--- src/rtl/rxdw_pkg.sv ---
package rxdw_pkg;
   localparam int unsigned WORD_W     = 32;
   localparam int unsigned WORD_BYTES = WORD_W / 8;
   localparam int unsigned LANE_W     = $clog2(WORD_BYTES);

   // word index of each descriptor field
   localparam int unsigned DW_NEXT  = 0;
   localparam int unsigned DW_BUF   = 1;
   localparam int unsigned DW_FLAGS = 2;
   localparam int unsigned DW_END   = 3;

   // flag bit positions in the descriptor flags word
   localparam int unsigned FL_EOL   = 0;
   localparam int unsigned FL_IRQ   = 4;
   localparam int unsigned FL_INEOP = 14;

   // context flags word and its disable bit
   localparam int unsigned CTX_FLAGS_OFS = 4;
   localparam int unsigned CTX_DIS       = 15;

   // raw event bits
   localparam int unsigned EV_W      = 4;
   localparam int unsigned EV_DONE_A = 0;
   localparam int unsigned EV_DONE_B = 1;
   localparam int unsigned EV_EOP    = 3;

   typedef enum logic [2:0] {
      ST_IDLE,
      ST_RD_REQ,
      ST_RD_CAP,
      ST_STREAM,
      ST_WB,
      ST_CTX_REQ,
      ST_CTX_CAP,
      ST_CTX_WR
   } rxdw_state_e;
endpackage

--- src/rtl/rxdw_lane_steer.sv ---
module rxdw_lane_steer #(
   parameter int unsigned LANES = 4,
   localparam int unsigned SEL_W = (LANES > 1) ? $clog2(LANES) : 1
) (
   input  logic [7:0]         byte_i,
   input  logic [SEL_W-1:0]   lane_i,
   output logic [LANES-1:0]   be_o,
   output logic [8*LANES-1:0] data_o
);
   generate
      if (LANES < 2 || (LANES & (LANES - 1)) != 0) begin : g_bad_lanes
         $error("rxdw_lane_steer: LANES must be a power of two of at least 2");
      end
      for (genvar g = 0; g < LANES; g++) begin : g_lane
         assign be_o[g]          = (lane_i == SEL_W'(g));
         assign data_o[8*g +: 8] = byte_i;
      end
   endgenerate
endmodule

--- src/rtl/rxdw_evt.sv ---
module rxdw_evt
   import rxdw_pkg::*;
(
   input  logic            clk,
   input  logic            rst_n,
   input  logic            close_i,
   input  logic            irq_i,
   input  logic            eop_i,
   output logic [EV_W-1:0] evt_o
);
   logic [EV_W-1:0] evt_d;

   always_comb begin
      evt_d = '0;
      if (close_i) begin
         evt_d[EV_DONE_A] = irq_i;
         evt_d[EV_DONE_B] = irq_i;
         evt_d[EV_EOP]    = eop_i;
      end
   end

   always_ff @(posedge clk or negedge rst_n) begin
      if (!rst_n) evt_o <= '0;
      else        evt_o <= evt_d;
   end
endmodule

--- src/rtl/rxdw_ctrl.sv ---
module rxdw_ctrl
   import rxdw_pkg::*;
#(
   parameter int unsigned ADDR_W = 32
) (
   input  logic              clk,
   input  logic              rst_n,
   input  logic              start_i,
   input  logic [ADDR_W-1:0] desc_ptr_i,
   input  logic [ADDR_W-1:0] ctx_ptr_i,
   input  logic              s_valid_i,
   input  logic              s_last_i,
   output logic              s_ready_o,
   input  logic [WORD_W-1:0] rdata_i,
   output logic              req_o,
   output logic              we_o,
   output logic              byte_wr_o,
   output logic [ADDR_W-1:0] addr_o,
   output logic [WORD_W-1:0] wdata_o,
   output logic [LANE_W-1:0] lane_o,
   output logic              close_o,
   output logic              close_irq_o,
   output logic              close_eop_o,
   output logic              running_o,
   output logic              eol_o
);
   rxdw_state_e       st_q;
   logic [ADDR_W-1:0] desc_q, ctx_q, next_q, end_q, ptr_q;
   logic [WORD_W-1:0] flags_q;
   logic [1:0]        idx_q;
   logic              eop_q, eol_q;

   logic [ADDR_W-1:0] ptr_inc, idx_ofs;
   logic              at_end, take, fill_done;

   assign ptr_inc   = ptr_q + ADDR_W'(1);
   assign idx_ofs   = ADDR_W'({idx_q, 2'b00});
   assign at_end    = (ptr_q == end_q);
   assign take      = (st_q == ST_STREAM) && !at_end && s_valid_i;
   assign fill_done = take && ((ptr_inc == end_q) || s_last_i);

   assign s_ready_o   = (st_q == ST_STREAM) && !at_end;
   assign close_o     = (st_q == ST_STREAM) && (at_end || fill_done);
   assign close_eop_o = take && s_last_i;
   assign close_irq_o = flags_q[FL_IRQ];
   assign running_o   = (st_q != ST_IDLE);
   assign eol_o       = eol_q;
   assign lane_o      = ptr_q[LANE_W-1:0];

   always_comb begin
      req_o     = 1'b0;
      we_o      = 1'b0;
      byte_wr_o = 1'b0;
      addr_o    = '0;
      wdata_o   = '0;
      case (st_q)
         ST_RD_REQ: begin
            req_o  = 1'b1;
            addr_o = desc_q + idx_ofs;
         end
         ST_STREAM: begin
            if (take) begin
               req_o     = 1'b1;
               we_o      = 1'b1;
               byte_wr_o = 1'b1;
               addr_o    = {ptr_q[ADDR_W-1:LANE_W], {LANE_W{1'b0}}};
            end
         end
         ST_WB: begin
            req_o = 1'b1;
            we_o  = 1'b1;
            if (idx_q == 2'd0) begin
               addr_o  = desc_q + ADDR_W'(DW_FLAGS * WORD_BYTES);
               wdata_o = flags_q | ({{(WORD_W-1){1'b0}}, eop_q} << FL_INEOP);
            end else begin
               addr_o  = desc_q + ADDR_W'(DW_END * WORD_BYTES);
               wdata_o = WORD_W'(ptr_q);
            end
         end
         ST_CTX_REQ: begin
            req_o  = 1'b1;
            addr_o = ctx_q + ADDR_W'(CTX_FLAGS_OFS);
         end
         ST_CTX_WR: begin
            req_o   = 1'b1;
            we_o    = 1'b1;
            addr_o  = ctx_q + ADDR_W'(CTX_FLAGS_OFS);
            wdata_o = flags_q;
         end
         default: ;
      endcase
   end

   always_ff @(posedge clk or negedge rst_n) begin
      if (!rst_n) begin
         st_q    <= ST_IDLE;
         desc_q  <= '0;
         ctx_q   <= '0;
         next_q  <= '0;
         end_q   <= '0;
         ptr_q   <= '0;
         flags_q <= '0;
         idx_q   <= '0;
         eop_q   <= 1'b0;
         eol_q   <= 1'b0;
      end else begin
         case (st_q)
            ST_IDLE: begin
               if (start_i) begin
                  desc_q <= desc_ptr_i;
                  ctx_q  <= ctx_ptr_i;
                  eol_q  <= 1'b0;
                  idx_q  <= '0;
                  st_q   <= ST_RD_REQ;
               end
            end
            ST_RD_REQ: st_q <= ST_RD_CAP;
            ST_RD_CAP: begin
               case (idx_q)
                  2'(DW_NEXT):  next_q  <= rdata_i[ADDR_W-1:0];
                  2'(DW_BUF):   ptr_q   <= rdata_i[ADDR_W-1:0];
                  2'(DW_FLAGS): flags_q <= rdata_i;
                  default:      end_q   <= rdata_i[ADDR_W-1:0];
               endcase
               if (idx_q == 2'd3) begin
                  idx_q <= '0;
                  eop_q <= 1'b0;
                  st_q  <= ST_STREAM;
               end else begin
                  idx_q <= idx_q + 2'd1;
                  st_q  <= ST_RD_REQ;
               end
            end
            ST_STREAM: begin
               if (take) ptr_q <= ptr_inc;
               if (close_o) begin
                  eop_q <= close_eop_o;
                  idx_q <= '0;
                  st_q  <= ST_WB;
               end
            end
            ST_WB: begin
               if (idx_q == 2'd0) begin
                  idx_q <= 2'd1;
               end else begin
                  idx_q <= '0;
                  if (flags_q[FL_EOL]) begin
                     st_q <= ST_CTX_REQ;
                  end else begin
                     desc_q <= next_q;
                     st_q   <= ST_RD_REQ;
                  end
               end
            end
            ST_CTX_REQ: st_q <= ST_CTX_CAP;
            ST_CTX_CAP: begin
               flags_q <= rdata_i | (WORD_W'(1) << CTX_DIS);
               st_q    <= ST_CTX_WR;
            end
            ST_CTX_WR: begin
               eol_q <= 1'b1;
               st_q  <= ST_IDLE;
            end
            default: st_q <= ST_IDLE;
         endcase
      end
   end
endmodule

--- src/rtl/rxdesc_writer.sv ---
module rxdesc_writer
   import rxdw_pkg::*;
#(
   parameter int unsigned ADDR_W = 32
) (
   input  logic                  clk,
   input  logic                  rst_n,
   input  logic                  start_i,
   input  logic [ADDR_W-1:0]     desc_ptr_i,
   input  logic [ADDR_W-1:0]     ctx_ptr_i,
   input  logic                  s_valid_i,
   input  logic [7:0]            s_data_i,
   input  logic                  s_last_i,
   output logic                  s_ready_o,
   output logic                  mem_req_o,
   output logic                  mem_we_o,
   output logic [ADDR_W-1:0]     mem_addr_o,
   output logic [WORD_BYTES-1:0] mem_be_o,
   output logic [WORD_W-1:0]     mem_wdata_o,
   input  logic [WORD_W-1:0]     mem_rdata_i,
   output logic [EV_W-1:0]       evt_o,
   output logic                  running_o,
   output logic                  chan_eol_o
);
   generate
      if (ADDR_W < 8 || ADDR_W > WORD_W) begin : g_bad_aw
         $error("rxdesc_writer: ADDR_W must lie between 8 and the word width");
      end
   endgenerate

   logic                  c_req, c_we, c_byte_wr;
   logic [ADDR_W-1:0]     c_addr;
   logic [WORD_W-1:0]     c_wdata;
   logic [LANE_W-1:0]     c_lane;
   logic                  c_close, c_irq, c_eop;
   logic [WORD_BYTES-1:0] st_be;
   logic [WORD_W-1:0]     st_data;

   rxdw_ctrl #(.ADDR_W(ADDR_W)) u_ctrl (
      .clk         (clk),
      .rst_n       (rst_n),
      .start_i     (start_i),
      .desc_ptr_i  (desc_ptr_i),
      .ctx_ptr_i   (ctx_ptr_i),
      .s_valid_i   (s_valid_i),
      .s_last_i    (s_last_i),
      .s_ready_o   (s_ready_o),
      .rdata_i     (mem_rdata_i),
      .req_o       (c_req),
      .we_o        (c_we),
      .byte_wr_o   (c_byte_wr),
      .addr_o      (c_addr),
      .wdata_o     (c_wdata),
      .lane_o      (c_lane),
      .close_o     (c_close),
      .close_irq_o (c_irq),
      .close_eop_o (c_eop),
      .running_o   (running_o),
      .eol_o       (chan_eol_o)
   );

   rxdw_lane_steer #(.LANES(WORD_BYTES)) u_steer (
      .byte_i (s_data_i),
      .lane_i (c_lane),
      .be_o   (st_be),
      .data_o (st_data)
   );

   rxdw_evt u_evt (
      .clk     (clk),
      .rst_n   (rst_n),
      .close_i (c_close),
      .irq_i   (c_irq),
      .eop_i   (c_eop),
      .evt_o   (evt_o)
   );

   assign mem_req_o   = c_req;
   assign mem_we_o    = c_we;
   assign mem_addr_o  = c_addr;
   assign mem_be_o    = c_byte_wr ? st_be : {WORD_BYTES{c_req}};
   assign mem_wdata_o = c_byte_wr ? st_data : c_wdata;
endmodule

--- config.mk ---
export PLATFORM = sky130hd
export DESIGN_NAME = rxdesc_writer
export DESIGN_NICKNAME = d
export VERILOG_FILES = /design/src/rtl/rxdw_pkg.sv /design/src/rtl/rxdw_lane_steer.sv /design/src/rtl/rxdw_evt.sv /design/src/rtl/rxdw_ctrl.sv /design/src/rtl/rxdesc_writer.sv
export SDC_FILE = /design/constraint.sdc
export NUM_CORES = 1
export LEC_CHECK = 0
export ABC_AREA = 1
export CAP_MARGIN = 40
export CORE_ASPECT_RATIO = 0.6
export CORE_MARGIN = 8
export CORE_UTILIZATION = 55
export CTS_BUF_LIST = sky130_fd_sc_hd__clkbuf_8
export CTS_CLUSTER_DIAMETER = 50
export DETAILED_ROUTE_END_ITERATION = 7
export PLACE_DENSITY = 0.8
export RECOVER_POWER = 25
export SYNTH_ARGS = -nofsm -noshare
export SYNTH_HDL_FRONTEND = slang
export SYNTH_SLANG_ARGS = --single-unit
--- constraint.sdc ---
create_clock -name clk -period 3.4 [get_ports clk]
set_input_delay 0.85 -clock clk [delete_from_list [all_inputs] [get_ports clk]]
set_output_delay 0.85 -clock clk [all_outputs]
set_load 0.01 [all_outputs]
# After elaboration in Yosys (flattened, before gate mapping)
# Index checks and enable logic that the tools add are counted.
# op_classes
add_sub_neg	6
n_eq_ne	23
muxes	38
bitwise_logic	2
reduce_logical	31
# op_table
cell	count
two-way mux 32 bit	10
case mux 32 bit (2 select lines)	4
case mux 32 bit (4 select lines)	1
adder 32 x 4 -> 32 bit, second input constant	2
== test 32 bit	2
adder 32 x 1 -> 32 bit, second input constant	1
adder 32 x 3 -> 32 bit, second input constant	1
adder 32 x 4 -> 32 bit	1
OR 32 x 15 -> 32 bit	1
case mux 3 bit (8 select lines)	1
== test 3 bit, second input constant	4
two-way mux 3 bit	4
!= test 2 bit, second input constant	6
AND reduction 3 bit	4
two-way mux 2 bit	5
AND reduction 2 bit	5
== test 2 bit, second input constant	4
case mux 1 bit (2 select lines)	4
case mux 2 bit (4 select lines)	1
nonzero test 2 bit	4
two-way mux 1 bit	7
== test 3 x 2 -> 1 bit, second input constant	2
logical AND 1 bit	5
== test 2 x 1 -> 1 bit, second input constant	2
other kinds (15)	19
# word_totals
reg_bits	202
inputBits	109
output_inout_bits	77
word_cells	111

# Longest topological paths before layout
# logic_depth
word_depth	9
depth_mapped	18
depth_no_buf	18

# Cells and area by module
# Synthesis repeated with hierarchy kept, for this count alone.
# hier_totals
cells_unflattened	2114
hier_area_um2	14012.2
# by_module_without_submodules
mod	instances	cells_each	area_per_inst_um2	seq_area_each_um2
rxdw_ctrl	1	1953	13133.8	4979.8
rxdesc_writer	1	113	528.0	0.0
rxdw_lane_steer	1	39	266.5	0.0
rxdw_evt	1	9	83.8	50.0

# Worst setup path after synthesis
# No wires, ideal clock.
# synth_timing
kind	register to output
from	register u_ctrl.idx_q[1]
to	output mem_addr_o[26]
arrival_time_ns	2.199
t_required_ns	2.550
slack_ns	0.351
stages_incl_launch_ff	16
n_path_buf	1
cell_sequence	dfrtp_1 inv_1 ha_1 clkbuf_1 or2_2 a21oi_1 inv_1 nor2_2 inv_2 nor2_1 nand2_1 nor2_2 nand2_1 a21oi_1 o21ai_0 nand3b_1
# synth_between
elab_chain_cells	3
# synth_lines
item	line_no	rtl
from (decl)	rxdw_ctrl.sv:30	logic [1:0] idx_q;
from (signal assigned)	rxdw_ctrl.sv:130	idx_q <= idx_q + 2'd1;
parallel branches: the longest is 2 deep, another holds adder 32 x 4 -> 32 bit	--	
case mux 32 bit (4 select lines) *	rxdw_ctrl.sv:56	case (st_q)
to (decl)	rxdesc_writer.sv:17	output logic [ADDR_W-1:0] mem_addr_o,
# Mark *: on every way between the ends.

# Worst setup path in the final report
# layout_timing
from	register u_ctrl.ctx_q[3]
to	output mem_addr_o[26]
# layout_between
elab_chain_cells	2
# layout_lines
item	line_no	rtl
from (decl)	rxdw_ctrl.sv:28	logic [ADDR_W-1:0] desc_q, ctx_q, next_q, end_q, ptr_q;
from (signal assigned)	rxdw_ctrl.sv:111	ctx_q <= ctx_ptr_i;
adder 32 x 3 -> 32 bit	rxdw_ctrl.sv:82, rxdw_ctrl.sv:87	
case mux 32 bit (4 select lines)	rxdw_ctrl.sv:56	
# Every way passes these cells.

==> impl_metrics.json <==
{
  "ys_types": 56,
  "num_io_pins": 186,
  "clockRootBuffer": "clkbuf_8",
  "start_util": 0.5556,
  "grt_pass1_wl_mm": 85.79,
  "yosys_warnings": 0,
  "postRouteAntennaNets": 0,
  "cpLargestDelayFamily": "simple AND/OR/NAND/NOR gates",
  "core_sq_mm": 0.02400,
  "synth_top_area_share": 0.3771,
  "path_cells": "ha_4 -> nand3_2 -> nor2_2 -> nand2_2 -> nor2_4 -> nand2_2 -> nor2_2 -> buf_6 -> nand4_1 -> nor2_2 -> nand2_2 -> nor2_4 -> nand2_2 -> o211ai_1 -> nand3b_1 -> buf_2",
  "drtIter0Drc": 2466,
  "antenna_found_initial": 0,
  "drtPass1Iterations": 6,
  "synthesis.area_sq_mm": 0.01334,
  "std_cell_rows": 44,
  "arrival_ns": 2.98,
  "required_ns": 2.55,
  "syn_inst": 1964,
  "finalSetupViolations": 42,
  "die_area_sq_mm": 0.02965,
  "min_period_ns": 3.834,
  "crit_path_end_kind": "output pin",
  "violations": "max-capacitance violations, max-slew violations, negative setup slack",
  "whs_ns": 0.4875,
  "most-common-layout-cells": "nand2_1, o21ai_0, buf_4, dfrtp_1, inv_1",
  "setup.worst_path.start": "u_ctrl.ctx_q[3]$_DFFE_PN0P_",
  "cp_common_cell": "nand2_2",
  "grt_pass1_vias": 14740,
  "clk_path_buf_depth": 3,
  "period_share": 1.128,
  "vias": 16400,
  "max_stage_delay_ns": 0.40,
  "drc_errors": 0,
  "syn_to_final_growth_pct": 42.42,
  "ys_seq_area_frac": 0.3771,
  "cts_tree": "yes",
  "ys_ff_latch": 201,
  "cp_max_fo": 3,
  "holdCritStartpoint": "u_ctrl.next_q[13]$_DFFE_PN0P_",
  "numCtsBuffers": 34,
  "hold_viol_final": 0,
  "portBuffers": 184,
  "overflow": 0,
  "r2r-start": "u_ctrl.ptr_q[0]$_DFFE_PN0P_",
  "die-height_um": 136.6,
  "clock_skew_ns": 0.02617,
  "critPathLaunchType": "flip-flop",
  "totalWireLength_mm": 59.18,
  "slew_headroom": -0.3943,
  "pwr_density_cell_mw_per_mm2": 972.9,
  "critPathBufInv": 2,
  "synthArstFlopShare": 1.000,
  "ys.flop_type": "dfrtp_1",
  "die_w_um": 217.0,
  "dp_hpwl_mm": 41.06,
  "routabilityCongestion": 1.027,
  "synth_area_per_cell_sq_um": 6.790,
  "synth_edf_count": 0,
  "crit_path_top_delay_cell": "dfrtp_1",
  "yosys-top-cells-area": "dfrtp_1, nand2_1, o21ai_0",
  "rsz0062_at_grt": "yes",
  "total_power_mw": 18.48,
  "slew_viol_final": 73,
  "h-tree-depth": 2,
  "clk_pin_slew_ns": 0.06,
  "pre_cts_slack_ns": -0.2797,
  "cts_sinks": 201,
  "final_common_cell": "nand2_1",
  "clk_latency_ns": 0.57,
  "routedWlPerCell_um": 22.03,
  "critPathKind": "flip-flop to output pin",
  "antenna-diode-count": 0,
  "layout-drive-gt1-share": 0.2610,
  "min_path_type": "flip-flop to flip-flop",
  "fmax_ghz": 0.2608,
  "power.leakage_nw": 9.195,
  "worst_pin_slew_ns": 2.091,
  "synth_nets": 2089,
  "cap_viol_max_count": 1,
  "yosysTopAreaCell": "dfrtp_1",
  "fin_nets": 2466,
  "finalWorstSetupSlack_ns": -0.4343,
  "peakVddDrop_mv": 0.5836,
  "place_area_sq_mm": 0.01666,
  "status": "complete, but fails checks",
  "grt_start_max_net_pins": 74,
  "fillers": 1702,
  "viasPerCell": 6.104,
  "postLayoutCellArea_sq_mm": 0.01899,
  "grt_use_total": 0.3730
}
-- worst min-delay path, cell delays in order (launching register included) --
cell and delay [ns]:
dfrtp_1 0.35, nand2_1 0.05, o21ai_0 0.06
-- power by group --
group	leakage, nW	switching, mW	internal, mW	total, mW
Combinational	6.44	6.84	4.51	11.3
Sequential	2.35	1.11	3.58	4.69
Clock	0.405	1.11	1.34	2.44
-- layout make-up --
type	instances	area (sq um)	area share
multi-input cells	1453	8215	0.4325
flip-flops and latches	201	5032	0.2649
repair buffers	427	3729	0.1963
inverters	223	873.3	0.04598
clock buffers	45	619.3	0.03261
well taps	322	402.9	0.02121
clock inverters	14	113.9	0.005994
repair inverters	1	8.758	0.0004611
-- cells in the mapped netlist, drive strengths merged (2+ instances only) --
| cell type | n |
|---|---|
| o21bai | 8 |
| clkinv | 3 |
| nand4 | 28 |
| buf | 23 |
| or2 | 4 |
| a31oi | 47 |
| a32oi | 2 |
| nor2 | 187 |
| o22ai | 4 |
| o2111ai | 19 |
| nand3b | 5 |
| o221ai | 5 |
| nand3 | 80 |
| nor3 | 29 |
| o211ai | 8 |
| clkbuf | 64 |
| ha | 15 |
| xor2 | 15 |
| xnor2 | 22 |
| dfrtp | 201 |
| o21ai | 224 |
| inv | 220 |
| o31ai | 2 |
| a21oi | 62 |
| nor4 | 7 |
| a22oi | 30 |
| nand2 | 641 |
-- timing repair --
item	in CTS	in global routing
pin swaps	47	60
buffers inserted	38	33
hold buffers	0	0
gates cloned	3	1
endpoints found under the setup margin	71	71
gates resized for setup	415	193
-- kinds of logic (layout without fill, tap and decap cells) --
group / Yosys count / in the layout / synth area share
adder cells (fa/ha/maj): 16 / 16 / 0.01557
flip-flops: 201 / 201 / 0.3771
XOR/XNOR: 37 / 37 / 0.02430
AND/OR/NAND/NOR: 984 / 984 / 0.3104
AO/OA/AOI/OAI: 415 / 415 / 0.1782
buffers and inverters: 310 / 710 / 0.09410
other: 1 / 1 / 0.0002812
-- registers in the layout, summed over array words and instances, names as in the netlist --
signal	flops
u_ctrl.ctx_q	32
u_ctrl.desc_q	32
u_ctrl.end_q	32
u_ctrl.eol_o	1
u_ctrl.eop_q	1
u_ctrl.flags_q	32
u_ctrl.idx_q	2
u_ctrl.next_q	32
u_ctrl.ptr_q	32
u_ctrl.st_q	3
u_evt.evt_o	2
-- worst paths after layout --
kind / slack (ns) / cells past startpoint / end
worst max-delay path: -0.43 / 16 / mem_addr_o[26]
worst min-delay path: 0.49 / 2 / u_ctrl.next_q[13]$_DFFE_PN0P_
worst max register to register: 0.30 / 16 / u_evt.evt_o[1]$_DFF_PN0_
worst min register to register: 0.49 / 2 / u_ctrl.next_q[13]$_DFFE_PN0P_
max in group asynchronous: 0.54 / 2 / u_ctrl.st_q[2]$_DFFE_PN0P_
min in group asynchronous: 0.89 / 1 / u_ctrl.ctx_q[3]$_DFFE_PN0P_
-- through the flow --
| step | util | TNS (ns) | cells |
|---|---|---|---|
| after floorplan | - | 0 | 1964 |
| after CTS | 0.7615 | -4.111 | 2661 |
| after global placement | 0.6942 | -4.688 | 2562 |
| after detailed placement | 0.6942 | -7.184 | 2562 |
| final | 0.7913 | -6.645 | 2686 |
| after global routing | 0.7913 | -10.58 | 2686 |
-- per-layer routing --
metal	track usage	up-vias	routed length (um)
met5	0	-	0
met4	0.1243	0	2578
met3	0.1380	213	9120
met2	0.5319	1380	24240
met1	0.5164	7601	23240
li1	-	7201	-
No activity file was read; power rests on OpenSTA's default activity.
